File: src/rtl/fcs_pkg.sv
package fcs_pkg;
    typedef enum logic [1:0] {
        ST_IDLE  = 2'd0,
        ST_FRAME = 2'd1,
        ST_EMIT  = 2'd2
    } fcs_state_t;

    localparam int          NARROW_W     = 16;
    localparam int          WIDE_W       = 32;
    localparam logic [15:0] NARROW_POLY  = 16'h8408;
    localparam logic [31:0] WIDE_POLY    = 32'hEDB88320;
    localparam logic [15:0] NARROW_RESID = 16'hF0B8;
    localparam logic [31:0] WIDE_RESID   = 32'hDEBB20E3;
endpackage

File: src/rtl/fcs_crc_step.sv
module fcs_crc_step #(
    parameter int            W    = 16,
    parameter logic [W-1:0]  POLY = '0,
    parameter int            BITS = 8
) (
    input  logic [W-1:0]    crc_in,
    input  logic [BITS-1:0] byte_in,
    output logic [W-1:0]    crc_out
);
    always_comb begin
        logic [W-1:0] c;
        c = crc_in;
        for (int i = 0; i < BITS; i++) begin
            if (c[0] ^ byte_in[i]) c = (c >> 1) ^ POLY;
            else                   c = c >> 1;
        end
        crc_out = c;
    end
endmodule

File: src/rtl/fcs_datapath.sv
module fcs_datapath
    import fcs_pkg::*;
(
    input  logic              clk,
    input  logic              rst_n,
    input  logic              load,
    input  logic              start,
    input  logic              take,
    input  logic              wide_eff,
    input  logic [7:0]        data,
    output logic [WIDE_W-1:0] crc_q,
    output logic [WIDE_W-1:0] crc_next
);
    logic [WIDE_W-1:0]   base;
    logic [NARROW_W-1:0] s16;
    logic [WIDE_W-1:0]   s32;

    always_comb begin
        if (start) base = wide_eff ? '1 : {{(WIDE_W-NARROW_W){1'b0}}, {NARROW_W{1'b1}}};
        else       base = crc_q;
    end

    fcs_crc_step #(.W(NARROW_W), .POLY(NARROW_POLY)) u_step16 (
        .crc_in(base[NARROW_W-1:0]), .byte_in(data), .crc_out(s16));
    fcs_crc_step #(.W(WIDE_W), .POLY(WIDE_POLY)) u_step32 (
        .crc_in(base), .byte_in(data), .crc_out(s32));

    always_comb begin
        if (!take)         crc_next = base;
        else if (wide_eff) crc_next = s32;
        else               crc_next = {{(WIDE_W-NARROW_W){1'b0}}, s16};
    end

    always_ff @(posedge clk or negedge rst_n) begin
        if (!rst_n)    crc_q <= '0;
        else if (load) crc_q <= crc_next;
    end


    skip_holds_chk: assert property (@(posedge clk) disable iff (!rst_n)
        (load && !take && !start) |=> $stable(crc_q));
endmodule

File: src/rtl/fcs_ctrl.sv
module fcs_ctrl
    import fcs_pkg::*;
(
    input  logic              clk,
    input  logic              rst_n,
    input  logic              in_valid,
    input  logic              in_sof,
    input  logic              in_eof,
    input  logic              tx_mode,
    input  logic              wide_sel,
    input  logic [WIDE_W-1:0] crc_next,
    output logic              accept,
    output logic              start,
    output logic              wide_eff,
    output logic [1:0]        emit_idx,
    output logic              out_valid,
    output logic              chk_done,
    output logic              chk_good
);
    fcs_state_t state_q, state_d;
    logic       wide_q, tx_q, tx_eff, fin, last_emit, match;
    logic [1:0] idx_q;

    assign accept    = in_valid && (state_q != ST_EMIT) && (state_q == ST_FRAME || in_sof);
    assign start     = accept && in_sof;
    assign fin       = accept && in_eof;
    assign wide_eff  = start ? wide_sel : wide_q;
    assign tx_eff    = start ? tx_mode  : tx_q;
    assign last_emit = wide_q ? (idx_q == 2'd3) : (idx_q == 2'd1);
    assign match     = wide_eff ? (crc_next == WIDE_RESID)
                                : (crc_next[NARROW_W-1:0] == NARROW_RESID);

    always_comb begin
        state_d = state_q;
        unique case (state_q)
            ST_IDLE, ST_FRAME: begin
                if (fin)         state_d = tx_eff ? ST_EMIT : ST_IDLE;
                else if (accept) state_d = ST_FRAME;
            end
            ST_EMIT: if (last_emit) state_d = ST_IDLE;
            default: state_d = ST_IDLE;
        endcase
    end

    always_ff @(posedge clk or negedge rst_n) begin
        if (!rst_n) state_q <= ST_IDLE;
        else        state_q <= state_d;
    end

    always_ff @(posedge clk or negedge rst_n) begin
        if (!rst_n) begin
            wide_q   <= 1'b0;
            tx_q     <= 1'b0;
            idx_q    <= '0;
            chk_done <= 1'b0;
            chk_good <= 1'b0;
        end else begin
            if (start) begin
                wide_q <= wide_sel;
                tx_q   <= tx_mode;
            end
            idx_q    <= (state_q == ST_EMIT) ? idx_q + 2'd1 : 2'd0;
            chk_done <= fin && !tx_eff;
            if (fin && !tx_eff) chk_good <= match;
        end
    end

    assign out_valid = (state_q == ST_EMIT);
    assign emit_idx  = idx_q;


    done_after_eof_chk: assert property (@(posedge clk) disable iff (!rst_n)
        chk_done |-> $past(in_valid && in_eof));

    emit_after_eof_chk: assert property (@(posedge clk) disable iff (!rst_n)
        $rose(out_valid) |-> $past(in_valid && in_eof));

    no_emit_and_done_chk: assert property (@(posedge clk) disable iff (!rst_n)
        !(out_valid && chk_done));

    width_held_chk: assert property (@(posedge clk) disable iff (!rst_n)
        (state_q == ST_FRAME && !(in_valid && in_sof)) |=> $stable(wide_q));

    narrow_len_chk: assert property (@(posedge clk) disable iff (!rst_n)
        (out_valid && !wide_q) |-> (idx_q < 2'd2));
endmodule

File: src/rtl/fcs_unit.sv
module fcs_unit
    import fcs_pkg::*;
(
    input  logic       clk,
    input  logic       rst_n,
    input  logic       in_valid,
    input  logic       in_sof,
    input  logic       in_eof,
    input  logic       in_skip,
    input  logic [7:0] in_data,
    input  logic       tx_mode,
    input  logic       wide_sel,
    output logic       out_valid,
    output logic [7:0] out_data,
    output logic       chk_done,
    output logic       chk_good
);
    logic              accept, start, wide_eff;
    logic [1:0]        emit_idx;
    logic [WIDE_W-1:0] crc_q, crc_next, fcs_val;

    fcs_ctrl u_ctrl (
        .clk(clk), .rst_n(rst_n), .in_valid(in_valid), .in_sof(in_sof),
        .in_eof(in_eof), .tx_mode(tx_mode), .wide_sel(wide_sel),
        .crc_next(crc_next), .accept(accept), .start(start),
        .wide_eff(wide_eff), .emit_idx(emit_idx), .out_valid(out_valid),
        .chk_done(chk_done), .chk_good(chk_good));

    fcs_datapath u_dp (
        .clk(clk), .rst_n(rst_n), .load(accept), .start(start),
        .take(accept && !in_skip), .wide_eff(wide_eff), .data(in_data),
        .crc_q(crc_q), .crc_next(crc_next));

    assign fcs_val  = ~crc_q;
    assign out_data = out_valid ? fcs_val[8*emit_idx +: 8] : 8'h00;
endmodule

File: config.mk
export PLATFORM = sky130hd
export DESIGN_NAME = fcs_unit
export DESIGN_NICKNAME = d
export VERILOG_FILES = /design/src/rtl/fcs_pkg.sv /design/src/rtl/fcs_crc_step.sv /design/src/rtl/fcs_datapath.sv /design/src/rtl/fcs_ctrl.sv /design/src/rtl/fcs_unit.sv
export SDC_FILE = /design/constraint.sdc
export NUM_CORES = 1
export LEC_CHECK = 0
export BUFFER_PORTS_ARGS = -buffer_cell sky130_fd_sc_hd__clkbuf_2
export CAP_MARGIN = 40
export CORE_MARGIN = 3
export CORE_UTILIZATION = 66
export DETAILED_ROUTE_END_ITERATION = 12
export GPL_TIMING_DRIVEN = 0
export MAX_ROUTING_LAYER = met4
export PLACE_DENSITY = 0.89
export SYNTH_ARGS = -nofsm -noshare
export SYNTH_HDL_FRONTEND = slang
export SYNTH_SLANG_ARGS = --single-unit
export TNS_END_PERCENT = 30
File: constraint.sdc
create_clock -name clk -period 5.4 [get_ports clk]
set_input_delay 0.81 -clock clk [delete_from_list [all_inputs] [get_ports clk]]
set_output_delay 0.81 -clock clk [all_outputs]
set_load 0.03 [all_outputs]
* Word level (Yosys, flattened, before mapping)
Index checks and enable logic that the tools add are counted.
** Word-level totals
- Bits in registers :: 40
- Output and inout bits :: 11
- Logic and storage cells :: 93
** Operators by class
- Add/sub/neg operators :: 1
- Equal/unequal tests :: 9
- Shift operators :: 1
- Mux-type cells :: 31
- Bitwise logic cells :: 32
- Reductions and logical operators :: 12
** Operators by type and width (count)
- $mux 32 :: 12
- $mux 16 :: 8
- $not 13->14 :: 8
- $eq 32x32->1 const B :: 1
- $not 32->32 :: 1
- $shiftx 32x6->8 :: 1
- $not 2->3 :: 8
- $eq 16x16->1 const B :: 1
- $xor 1x1->1 :: 15
- $mux 2 :: 5
- $mux 8 :: 1
- $logic_and 1x1->1 :: 6
- $eq 2x1->1 const B :: 2
- $eq 2x2->1 const B :: 2
- $mux 1 :: 4
- $pmux 2 s2 :: 1
- $ne 3x2->1 const B :: 1
- $add 2x1->2 const B :: 1
- $logic_not 1->1 :: 2
- $logic_not 2->1 :: 1
- $ne 2x1->1 const B :: 1
- $ne 2x2->1 const B :: 1
- $reduce_and 2->1 :: 1
- $reduce_or 2->1 :: 1
- $logic_or 1x1->1 :: 1

* Longest topological paths before layout
- Word-level depth :: 27
- Mapped depth :: 14

* By module
A second synthesis with hierarchy kept.
** Unflattened totals
- Cells, all modules :: 405
- Area total of the unflattened synthesis :: 4139.0 um^2
** Modules (own cells, without submodules)
- fcs_datapath :: instances 1, cells an instance 239, area an instance 2254.7 um^2, sequential area each 800.8 um^2
- fcs_crc_step at u_dp.u_step32 :: instances 1, cells an instance 70, area an instance 769.5 um^2, sequential area each 0.0 um^2
- fcs_ctrl :: instances 1, cells an instance 52, area an instance 490.5 um^2, sequential area each 200.2 um^2
- fcs_crc_step at u_dp.u_step16 :: instances 1, cells an instance 25, area an instance 372.9 um^2, sequential area each 0.0 um^2
- fcs_unit :: instances 1, cells an instance 19, area an instance 251.5 um^2, sequential area each 0.0 um^2

* Least setup slack after synthesis
No wires, ideal clock.
- Kind :: input-to-reg
- From :: input port in_valid
- To :: register u_ctrl.chk_good
- Library setup time :: 96 ps
- Arrival time :: 3376 ps
- Data required time :: 5304 ps
- Setup slack :: 1928 ps
- Cell stages on the path :: 12
- Cell sequence :: and2_1 -> buf_6 -> buf_6 -> a21oi_1 -> xnor2_2 -> xnor2_1 -> xor2_1 -> o22ai_1 -> nand4b_1 -> or4_1 -> o41a_1 -> o32ai_2
** Between the ends
- Longest elaborated chain between the ends :: 24
** RTL lines
- from (decl) :: line fcs_unit.sv:6 : input logic in_valid,
- $logic_and 1x1->1 (*) (2 in a row) :: line fcs_ctrl.sv:24 : assign accept = in_valid && (state_q != ST_EMIT) && (state_q == ST_FRAME || in_sof);
- $logic_and 1x1->1 :: line fcs_ctrl.sv:25 : assign start = accept && in_sof;
- $mux 1 :: line fcs_ctrl.sv:27 : assign wide_eff = start ? wide_sel : wide_q;
- $mux 32 (2 in a row) :: line fcs_datapath.sv:19 : if (start) base = wide_eff ? '1 : {{(WIDE_W-NARROW_W){1'b0}}, {NARROW_W{1'b1}}};
- $not 13->14 (no line)
- $mux 32 :: line fcs_crc_step.sv:14 : if (c[0] ^ byte_in[i]) c = (c >> 1) ^ POLY;
- $mux 32 / $not 13->14 (equally long branches)
- $not 13->14 (no line) / $mux 32 (equally long branches)
- (+6 left out)
- $not 13->14 (no line)
- $mux 32 :: line fcs_crc_step.sv:14
- $not 13->14 (no line)
- $mux 32 :: line fcs_crc_step.sv:14
- $mux 32 :: line fcs_datapath.sv:30 : else if (wide_eff) crc_next = s32;
- $mux 32 :: line fcs_datapath.sv:29 : if (!take) crc_next = base;
- $eq 32x32->1 :: line fcs_ctrl.sv:30 : assign match = wide_eff ? (crc_next == WIDE_RESID)
- $mux 1 :: line fcs_ctrl.sv:30
- to (signal assigned) :: line fcs_ctrl.sv:64 : if (fin && !tx_eff) chk_good <= match;
- to (decl) :: line fcs_ctrl.sv:18 : output logic chk_good
Every way passes the cells marked *; elsewhere a longest branch is shown, timed or not.
A chain may end at the register's enable or synchronous reset.

* Worst setup path after layout
- From :: input port in_valid
- To :: register u_ctrl.chk_good
** Between the ends
- Longest elaborated chain between the ends :: 24
** RTL lines
- $logic_and 1x1->1 (*) (2 in a row) :: line fcs_ctrl.sv:24
- $logic_and 1x1->1 (*) :: line fcs_ctrl.sv:25
- $mux 1 (*) :: line fcs_ctrl.sv:27
- named net u_ctrl.wide_eff :: line fcs_ctrl.sv:14 : output logic wide_eff,
- $mux 32 (2 in a row) :: line fcs_datapath.sv:19
- $not 13->14 (no line)
- $mux 32 :: line fcs_crc_step.sv:14
- $mux 32 / $not 13->14 (equally long branches)
- (+7 left out)
- $not 13->14 (no line)
- $mux 32 :: line fcs_crc_step.sv:14
- $not 13->14 (no line)
- $mux 32 :: line fcs_crc_step.sv:14
- $mux 32 :: line fcs_datapath.sv:30
- $mux 32 :: line fcs_datapath.sv:29
- $eq 32x32->1 :: line fcs_ctrl.sv:30
- $mux 1 (*) :: line fcs_ctrl.sv:30
Mark *: on every way through the listed nets, which the timed path passes. The rest lies on a longest branch.

==> metrics.txt <==
# TYPE chip_impl_metric gauge
chip_impl_metric{name="tritoncts_num_sinks",unit=""} 40
chip_impl_metric{name="antenna_violations_before_repair",unit=""} 0
chip_impl_metric{name="cts-resized-gates",unit=""} 0
chip_impl_metric{name="route.detailed.vias_per_inst",unit=""} 6.97
chip_impl_metric{name="max-cap-violations",unit=""} 0
chip_impl_info{name="cts_tree",value="done"} 1
chip_impl_info{name="outcome",value="finished, final reports clean"} 1
chip_impl_metric{name="max-clock-path-buffers",unit=""} 2
chip_impl_metric{name="grt_remaining_overflow",unit=""} 0
chip_impl_metric{name="nets",unit=""} 435
chip_impl_metric{name="die_area",unit="mm²"} 0.00640
chip_impl_metric{name="synth-edff-count",unit=""} 0
chip_impl_info{name="clockRootBuffer",value="clkbuf_8"} 1
chip_impl_info{name="layout_common_cells",value="51 x xnor2_1, 46 x nor2_1, 40 x dfrtp_1, 36 x a21oi_1, 24 x clkbuf_2"} 1
chip_impl_metric{name="placement.cell_area",unit="mm²"} 0.00386
chip_impl_metric{name="grt_pass1_vias",unit=""} 3277
chip_impl_metric{name="die_w",unit="µm"} 80.0
chip_impl_metric{name="total_drc_errors_in_the_routed_layout",unit=""} 0
chip_impl_metric{name="floorplan.core_area",unit="mm²"} 0.00520
chip_impl_info{name="setup_repair_after_global_routing_missed_its_margin",value="no"} 1
chip_impl_metric{name="dp_hpwl",unit="µm"} 8800
chip_impl_metric{name="hold-worst-slack",unit="ps"} 472
chip_impl_metric{name="gp_congestion",unit=""} 1.12
chip_impl_metric{name="hold_buffers",unit=""} 0
chip_impl_metric{name="leakage",unit="nW"} 1.52
chip_impl_metric{name="cts-buffers-inserted",unit=""} 5
chip_impl_metric{name="postSynthRegisterBits",unit=""} 40
chip_impl_metric{name="postSynth.asyncResetShare",unit="%"} 100
chip_impl_metric{name="ir_worst_vdd",unit="V"} 0.000424
chip_impl_info{name="mostFrequentLayoutCell",value="xnor2_1"} 1
chip_impl_metric{name="drv_slew",unit=""} 0
chip_impl_metric{name="setup_violations",unit=""} 0
chip_impl_metric{name="ys_warn_count",unit=""} 0
chip_impl_metric{name="post-cts-setup-buffer-count",unit=""} 0
chip_impl_metric{name="ioPinCount",unit=""} 27
chip_impl_metric{name="worst_ep_arrival_time",unit="ps"} 4440
chip_impl_metric{name="worst-endpoint-required",unit="ps"} 5610
chip_impl_metric{name="clock.fmax",unit="MHz"} 237
chip_impl_metric{name="area_growth_syn_to_layout",unit="%"} 9.83
chip_impl_metric{name="p_per_area",unit="mW/mm²"} 715
chip_impl_metric{name="grt_usage",unit="%"} 40.8
chip_impl_metric{name="place.port_buffers",unit=""} 24
chip_impl_metric{name="via_count",unit=""} 3414
chip_impl_metric{name="report.final.hold_viol_count",unit=""} 0
chip_impl_metric{name="initial_utilization",unit="%"} 69.5
chip_impl_metric{name="drtPass1Iterations",unit=""} 6
chip_impl_metric{name="totalWireLength",unit="µm"} 11900
chip_impl_metric{name="floorplan.die.height",unit="µm"} 80.0
chip_impl_metric{name="normalized_max_slew_margin",unit="%"} 39.5
chip_impl_metric{name="clock_skew",unit="ps"} 17.2
chip_impl_metric{name="fin_crit",unit="ps"} 4230
chip_impl_metric{name="htreeDepth",unit=""} 2
chip_impl_info{name="setup.worst_path.end_class",value="flop"} 1
chip_impl_metric{name="clkTransAtPathRegs",unit="ps"} 90
chip_impl_metric{name="grt_start_max_net_pins",unit=""} 25
chip_impl_info{name="cp-start-kind",value="primary input"} 1
chip_impl_metric{name="synth_fp_nets",unit=""} 402
chip_impl_info{name="synth_top_flop_cell",value="dfrtp_1"} 1
chip_impl_metric{name="final_antenna_net_count",unit=""} 0
chip_impl_info{name="path_class",value="in2reg"} 1
chip_impl_metric{name="layout.cell_area.non_filler",unit="mm²"} 0.00397
chip_impl_info{name="timing.hold.worst.class",value="in2async"} 1
chip_impl_metric{name="utilization",unit="%"} 76.3
chip_impl_metric{name="post_synth_inst_count",unit=""} 386
chip_impl_metric{name="synth.lib_cells_used.distinct",unit=""} 65
chip_impl_metric{name="clkLatencyLatePin",unit="ps"} 310
chip_impl_metric{name="path_max_fanout",unit=""} 10
chip_impl_metric{name="max_slew.worst_pin.slew",unit="ps"} 908
chip_impl_metric{name="postSynthAreaPerCell",unit="µm²"} 9.37
chip_impl_metric{name="antennaDiodeCount",unit=""} 0
chip_impl_metric{name="drt_iter0_markers",unit=""} 706
chip_impl_metric{name="synth-seq-area-share",unit="%"} 27.7
chip_impl_metric{name="post-place-ws",unit="ps"} 1010
chip_impl_metric{name="layout-drive-gt1-share",unit="%"} 18.8
chip_impl_metric{name="post_synth_instance_area",unit="mm²"} 0.00362
chip_impl_metric{name="routed_wl_per_cell",unit="µm"} 24.3
chip_impl_metric{name="share_of_the_clock_period_used_by_the_worst_path_after_layout",unit="%"} 78.3
chip_impl_metric{name="rows",unit=""} 26
chip_impl_metric{name="first_pass_grt_wire_length",unit="µm"} 18600
chip_impl_metric{name="layout_setup_ws",unit="ps"} 1170
chip_impl_metric{name="setup-tns-final",unit="ps"} 0
chip_impl_metric{name="filler_cell_count",unit=""} 368
-- report_power, final --
part / total (mW) / internal [mW] / switching, mW
logic: 2.00 / 0.873 / 1.12
registers: 0.586 / 0.425 / 0.162
clock network: 0.257 / 0.139 / 0.118
-- synthesized netlist by cell type, drive strengths merged, types with 2 or more instances --
cell type	instances	share of area (%)
xnor2	64	20
nor2	46	4.8
a21oi	43	7.1
dfrtp	40	28
nand2	20	2.1
o21ai	20	2.8
xor2	17	4.3
clkbuf	16	1.7
buf	11	2.0
inv	11	1.1
o22ai	10	1.7
mux4	8	5.0
mux2i	7	1.9
nand4	5	0.87
o32ai	5	1.6
a221oi	4	0.97
nand2b	4	0.69
nand3	4	0.55
nor3	4	0.55
xnor3	4	2.5
and3	3	0.52
a211oi	2	0.42
a21o	2	0.42
a22oi	2	0.42
nor2b	2	0.35
o211ai	2	0.42
o31ai	2	0.42
or4	2	0.42
-- critical path: stages --
cell and delay (ps):
clkbuf_2 130, and2_1 180, buf_6 150, and3_1 180, clkbuf_1 180, a21oi_1 490
inv_2 220, nand2_1 290, buf_2 300, nor2_1 80, a221oi_1 460, nand4_1 200
o41a_1 520, o32ai_2 250
-- logic make-up (layout without fill, tap and decap cells) --
group	Yosys count	after routing	synth area share [%]
muxes	16	16	7.23
xor gates and xnor gates	86	86	27.5
buffers and inverters	38	72	4.77
and+or+nand+nor	101	101	13.1
DFF	40	40	27.7
AOI/OAI and AO/OA	105	105	19.6
-- area by class of cell --
cell class	count	area (µm²)	area share [%]
multi-input combinational	308	2440	61.5
sequential	40	1000	25.2
timing repair buffer	26	153	3.84
buffer	27	131	3.31
tap	70	87.6	2.21
clock buffer	5	68.8	1.73
clock inverter	3	46.3	1.17
inverter	11	41.3	1.04
-- registers in the layout, summed over array words and instances (netlist names) --
name / cells
u_ctrl.state_q: 2
u_ctrl.emit_idx: 2
u_ctrl.chk_done: 1
u_dp.crc_q: 32
u_ctrl.tx_q: 1
u_ctrl.wide_q: 1
u_ctrl.chk_good: 1
-- metrics by stage --
stage / total power, mW / std cells
floorplan: 2.04 / 386
detailed placement: 2.50 / 482
CTS: 2.77 / 490
global route: 2.98 / 490
global placement: 2.46 / 480
finish: 2.84 / 490
-- metal layers --
metal | vias to the layer above | track usage, % | part of all wire, %
met5 | - | - | 0
met4 | 0 | 18.6 | 5.3
met3 | 66 | 8.80 | 14
met2 | 320 | 58.2 | 43
met1 | 1586 | 55.6 | 38
li1 | 1442 | - | -
-- path summary, 6_finish.rpt --
check / cells past startpoint / startpoint / endpoint / slack (ps)
worst max-delay path: 14 / in_valid / u_ctrl.chk_good / 1170
worst min-delay path: 1 / rst_n / u_dp.crc_q[13] / 470
worst max register to register: 13 / u_ctrl.state_q[0] / u_ctrl.chk_good / 1350
worst min register to register: 2 / u_ctrl.chk_good / u_ctrl.chk_good / 530
max in group asynchronous: 2 / rst_n / u_dp.crc_q[25] / 4410
min in group clk: 2 / u_ctrl.chk_good / u_ctrl.chk_good / 530
Note: power is estimated with default switching activity, not from simulation.
